<file path="src/rtl/fts_pkg.sv">
// Package: shared encodings for the flow trace status generator.
// Assumes: status codes 110/111 are reserved and never produced.
package fts_pkg;
    typedef enum logic [2:0] {
        ST_STALL = 3'b000,
        ST_SEQ   = 3'b001,
        ST_NT    = 3'b010,
        ST_DIR   = 3'b011,
        ST_IND   = 3'b100,
        ST_EXC   = 3'b101
    } trc_stat_e;

    typedef enum logic [1:0] {
        FK_SEQ = 2'b00,
        FK_NT  = 2'b01,
        FK_DIR = 2'b10,
        FK_REG = 2'b11
    } fetch_kind_e;

    localparam int STAT_W = 3;
    localparam int SHOW_W = 2;
endpackage

</file>
<file path="src/rtl/fts_classify.sv">
// Module: fts_classify
// Purpose: maps one cycle of fetch indications to a status code and decides
// whether the fetch is an indirect flow change.
// Assumes: exception outranks a context switch, which outranks fetch_kind.
module fts_classify
    import fts_pkg::*;
(
    input  logic        fetch_vld,
    input  fetch_kind_e fetch_kind,
    input  logic        exc_taken,
    input  logic        ctx_switch,
    output trc_stat_e   stat,
    output logic        indirect
);
    // Status selection by priority.
    always_comb begin
        if (!fetch_vld) begin
            stat = ST_STALL;
        end else if (exc_taken) begin
            stat = ST_EXC;
        end else if (ctx_switch) begin
            stat = ST_IND;
        end else begin
            case (fetch_kind)
                FK_SEQ:  stat = ST_SEQ;
                FK_NT:   stat = ST_NT;
                FK_DIR:  stat = ST_DIR;
                default: stat = ST_IND;
            endcase
        end
    end

    // Indirect flow change: target not derivable from the code image.
    always_comb begin
        indirect = fetch_vld & (exc_taken | ctx_switch | (fetch_kind == FK_REG));
    end
endmodule

</file>
<file path="src/rtl/fts_resync.sv">
// Module: fts_resync
// Purpose: arms a resynchronisation on each edge of the sync request and
// releases it on the next accepted fetch.
// Assumes: during reset the sync history follows the input, so a level held
// through reset is not seen as an edge.
module fts_resync (
    input  logic clk,
    input  logic rst_n,
    input  logic sync_req,
    input  logic fetch_vld,
    output logic resync_hit
);
    logic sync_q;
    logic pend_q;
    logic edge_now;

    // Edge of the sync request against last cycle.
    always_comb begin
        edge_now = sync_req ^ sync_q;
    end

    // Current fetch consumes an armed or newly armed resynchronisation.
    always_comb begin
        resync_hit = fetch_vld & (pend_q | edge_now);
    end

    // Sync history and pending flag.
    always_ff @(posedge clk) begin
        if (!rst_n) begin
            sync_q <= sync_req;
            pend_q <= 1'b0;
        end else begin
            sync_q <= sync_req;
            pend_q <= (pend_q | edge_now) & ~fetch_vld;
        end
    end
endmodule

</file>
<file path="src/rtl/fts_cancel_sat.sv">
// Module: fts_cancel_sat
// Purpose: narrows the raw cancel count to the output width, saturating.
// Assumes: the input is an unsigned count.
module fts_cancel_sat #(
    parameter int IN_W  = 3,
    parameter int OUT_W = 2
) (
    input  logic [IN_W-1:0]  raw,
    output logic [OUT_W-1:0] sat
);
    localparam int unsigned MAXV = (1 << OUT_W) - 1;

    generate
        if (IN_W <= OUT_W) begin : g_pass
            // Input always fits: zero-extend.
            always_comb begin
                sat = OUT_W'(raw);
            end
        end else begin : g_clip
            // Clip anything above the output range.
            always_comb begin
                if (raw > IN_W'(MAXV)) sat = OUT_W'(MAXV);
                else                   sat = raw[OUT_W-1:0];
            end
        end
    endgenerate
endmodule

</file>
<file path="src/rtl/flow_trace_status.sv">
// Module: flow_trace_status (top)
// Purpose: registered trace status, cancel count, trace-cycle tag and forced
// bus visibility for each fetch.
// Assumes: one fetch at most per cycle; outputs describe the previous cycle.
module flow_trace_status
    import fts_pkg::*;
#(
    parameter int CIN_W = 3,
    parameter int CNT_W = 2
) (
    input  logic             clk,
    input  logic             rst_n,
    input  logic             fetch_vld,
    input  logic [1:0]       fetch_kind,
    input  logic             exc_taken,
    input  logic             ctx_switch,
    input  logic [CIN_W-1:0] cancel_in,
    input  logic             sync_req,
    input  logic [1:0]       show_mode,
    output logic [2:0]       trace_stat,
    output logic [CNT_W-1:0] cancel_cnt,
    output logic             trace_cycle,
    output logic             force_vis
);
    trc_stat_e        stat_c;
    logic             indirect_c;
    logic             resync_c;
    logic [CNT_W-1:0] cnt_c;
    logic             tag_c;
    logic             force_c;

    fts_classify u_cls (
        .fetch_vld (fetch_vld),
        .fetch_kind(fetch_kind_e'(fetch_kind)),
        .exc_taken (exc_taken),
        .ctx_switch(ctx_switch),
        .stat      (stat_c),
        .indirect  (indirect_c)
    );

    fts_resync u_rsy (
        .clk       (clk),
        .rst_n     (rst_n),
        .sync_req  (sync_req),
        .fetch_vld (fetch_vld),
        .resync_hit(resync_c)
    );

    fts_cancel_sat #(.IN_W(CIN_W), .OUT_W(CNT_W)) u_sat (
        .raw(cancel_in),
        .sat(cnt_c)
    );

    // Tag and visibility decision for this cycle's fetch.
    always_comb begin
        tag_c   = indirect_c | resync_c;
        force_c = resync_c
                | (tag_c & (sync_req | show_mode[0]))
                | (fetch_vld & show_mode[1]);
    end

    // Output registers aligned with the described fetch.
    always_ff @(posedge clk) begin
        if (!rst_n) begin
            trace_stat  <= ST_STALL;
            cancel_cnt  <= '0;
            trace_cycle <= 1'b0;
            force_vis   <= 1'b0;
        end else begin
            trace_stat  <= stat_c;
            cancel_cnt  <= cnt_c;
            trace_cycle <= tag_c;
            force_vis   <= force_c;
        end
    end
endmodule

</file>
<file path="config.mk">
export PLATFORM = sky130hd
export DESIGN_NAME = flow_trace_status
export DESIGN_NICKNAME = d
export VERILOG_FILES = /design/src/rtl/fts_pkg.sv /design/src/rtl/fts_classify.sv /design/src/rtl/fts_resync.sv /design/src/rtl/fts_cancel_sat.sv /design/src/rtl/flow_trace_status.sv
export SDC_FILE = /design/constraint.sdc
export NUM_CORES = 1
export LEC_CHECK = 0
export BUFFER_PORTS_ARGS = -buffer_cell sky130_fd_sc_hd__buf_2
export CAP_MARGIN = 20
export CORE_AREA = 2 2 39 41
export DETAILED_ROUTE_END_ITERATION = 12
export DIE_AREA = 0 0 41 43
export PLACE_DENSITY = 0.49
export SLEW_MARGIN = 5
export SYNTH_ARGS = -nofsm -noshare
export SYNTH_HDL_FRONTEND = slang
export SYNTH_HIERARCHICAL = 1
export SYNTH_SLANG_ARGS = --single-unit
</file>
<file path="constraint.sdc">
create_clock -name clk -period 1.02 [get_ports clk]
set_input_delay 0.204 -clock clk [delete_from_list [all_inputs] [get_ports clk]]
set_output_delay 0.204 -clock clk [all_outputs]
set_load 0.1 [all_outputs]
</file>
==> results.md <==
- Status: finished clean
- Die Y: 43 µm
- Sequential-to-total area share from yosys stat: 53.5%
- Total global-route track usage: 9.05%
- Final Util: 42.8%
- WP depth: 1
- First-pass GRT wire length: 966 µm
- Worst reg2reg startpoint: u_rsy/sync_q
- H-Tree Depth: 1
- Antenna Diode Count: 0
- Setup ws final: 53.1 ps
- Mux contribution to synthesized area: 0%
- RSZ-0062 raised after global routing: no
- Overall power: 0.000932 W
- WL per Instance: 9.00 µm
- Crit. End Element: primary output
- PD cells: 1570 nW/µm²
- Sequential share of power: 42.0%
- Fraction of layout instances using a drive strength above 1: 61.8%
- Largest family of logic cells by synthesized area: simple AND/OR/NAND/NOR gates
- Clk pin slew, worst setup/hold paths: 60 ps
- PostCTS Resize Cnt: 0
- DR vias/cell: 4.24
- Xor/xnor share of the synthesized area: 2.60%
- Worst Path Required: 820 ps
- Row Count: 14
- Leading area contributor after synthesis: dfxtp_1
- Core Footprint: 1380 µm²
- Max_slew headroom: 88.6%
- Num CTS Buffers: 3
- Clock power share: 28.7%
- Worst Hold Launch: sync_req
- Post-synthesis compound-gate area fraction: 18.6%
- Die span in x: 41 µm
- CTS tree: yes
- Initial antenna violation count: 0
- TNS Setup: 0 ps
- Final period util: 94.8%
- Pins Over Slew Limit: 0
- Post-route clock skew: 0.0644 ps
- Master of the slowest instance on the critical path: dfxtp_2
- Crit path kind: reg2out
- Full die area: 1760 µm²
- Cells along the critical path: buf_12
- Largest cells by area after synthesis: dfxtp_1 (54%), and2_2 (11%), o31a_1 (5.2%)
- Mapped Avg Cell Area: 10.5 µm²
- Reg2Reg Setup Slack: 110 ps
- Final ANT Viol Nets: 0
- Area growth syn-to-layout: 75.8%
- #FFs+latches synth: 9
- Reg2reg end: force_vis
- Worst min path class: in2reg
- Via count: 301
- Placed cell area: 566 µm²
- # IOs: 20
- Cell variety after synth: 15
- Pin slew with the least headroom to its limit: 170 ps
- DRT Pass-1 Iters: 3
- Final Hold Viols: 0
- Mapped Nets: 46
- Max-Cap Viols: 0
- Total congestion overflow: 0
- Worst Path Buf+Inv: 1
- Post-CTS setup buffer count: 0
- Hold buffers post-CTS: 0
- Largest net degree at the start of global routing: 9
- Critical Path Max Stage Delay: 340 ps
- Clk buf depth: 2
- Remaining DRCs: 0
- Peak supply drop: 0.497 mV
- Worst Hold End: u_rsy/sync_q
- Gpl congestion: 0.661
- Crit path DAT: 760 ps
- Fmax: 1.03 GHz
- Static leakage: 0.258 nW
- Crit Path Max Fanout: 1
- Sw frac: 31.8%
- Post-synthesis simple-gate area fraction: 20.4%
- DRT Wirelength: 639 µm
- Sw Pwr: 0.000296 W
- CTS root buffer: clkbuf_4
- Crit path launch type: flip-flop
- Initial Utilization: 24.3%
- Synthesized cell area: 337 µm²
- Vias in the first global route: 262
- Cell family with most CP delay: flip-flops
- Synth Area in Adders: 3.72%
- Initial DRC count: 2
- Count of final setup violators: 0
- Final nets: 70
- Cell count after synthesis: 32
- Synth warn: 6
- Top cell type's share of synthesized area: 53.5%
- Hold path depth: 1
- Pre-CTS setup slack: -35.9 ps
- Comb power frac: 29.3%
- PortBufs: 19
- Clk_lat worst skew: 250 ps
- R2R cell count: 4
- Pint: 0.000636 W
- Fin crit period: 967 ps
- # clock sinks: 9
- Final instance area: 592 µm²
-- cell families after synthesis --
kind of cell | after synthesis
XOR/XNOR | 1
AO/OA/AOI/OAI | 9
adder cells (fa/ha/maj) | 1
flip-flops | 9
buffers and inverters | 1
AND/OR/NAND/NOR | 11
-- how the worst max path moves through the flow --
stage                             start            end  slack, ps
after detailed placement  fetch_kind[0]    trace_cycle        -40
after global routing       u_rsy/sync_q      force_vis         20
after global placement    fetch_kind[0]    trace_cycle        -30
final                     trace_stat[0]  trace_stat[0]         50
after CTS                 trace_stat[2]  trace_stat[2]         40
after floorplan           fetch_kind[0]    trace_cycle        120
-- power by group through the flow --
stage / Combinational [W] / Clock [W] / Sequential, W
final: 0.000273 / 0.000267 / 0.000392
after global routing: 0.000288 / 0.000300 / 0.000393
after CTS: 0.000275 / 0.000283 / 0.000392
after detailed placement: 0.000275 / 0 / 0.000400
after global placement: 0.000274 / 0 / 0.000400
after floorplan: 0.0000414 / 0 / 0.000516
-- sequential cells by signal (all words and copies together) (netlist names) --
signal,count
u_rsy/sync_q,1
u_rsy/pend_q,1
force_vis,1
cancel_cnt,2
trace_cycle,1
trace_stat,3
-- cell usage in the layout (no fill, tap or decap) --
cell type and n:
clkbuf_4 3, a21oi_1 2, buf_12 7, buf_2 12, o21ai_0 1, inv_1 1
xnor2_1 1, nand2b_1 1, dfxtp_2 7, nor3_1 1, nand2_1 1, or2_1 2
and2_2 5, clkbuf_1 1, nor2_1 1, o21a_1 2, o31a_1 2, a21boi_1 2
dfxtp_1 2, ha_1 1
-- area by class of cell --
class | count | area (µm²)
clock buffers | 4 | 26.3
inverters | 1 | 3.75
repair buffers | 19 | 200
fillers | 136 | 792
well taps | 16 | 20.0
multi-input cells | 22 | 153
flip-flops and latches | 9 | 189
-- worst register-to-register path: stages, from the launching register on --
cell      delay, ps
dfxtp_1         300
xnor2_1         180
a21boi_1        110
a21oi_1         130
a21boi_1         70
-- per-layer routing --
layer | track usage [%] | routed length (µm) | vias up
met4 | 10.0 | 0 | 0
met1 | 8.71 | 217 | 136
met3 | 5.24 | 63 | 0
li1 | - | - | 155
met2 | 11.9 | 358 | 10
met5 | 0 | 0 | -
-- metrics by stage --
step	hold slack (ps)	instances
3_5_place_dp	350	67
4_1_cts	81.8	71
2_1_floorplan	232	32
5_1_grt	84.2	71
3_3_place_gp	353	67
6_report	91.6	71
-- Yosys cell counts --
master    n
and2_2    5
or2_1     2
o31a_1    2
a21boi_1  2
dfxtp_1   9
xnor2_1   1
a21oi_1   2
ha_1      1
nor2_1    1
o21ai_0   1
nor3_1    1
o21a_1    2
nand2b_1  1
inv_1     1
nand2_1   1
Note: power is estimated with default switching activity, not from simulation.
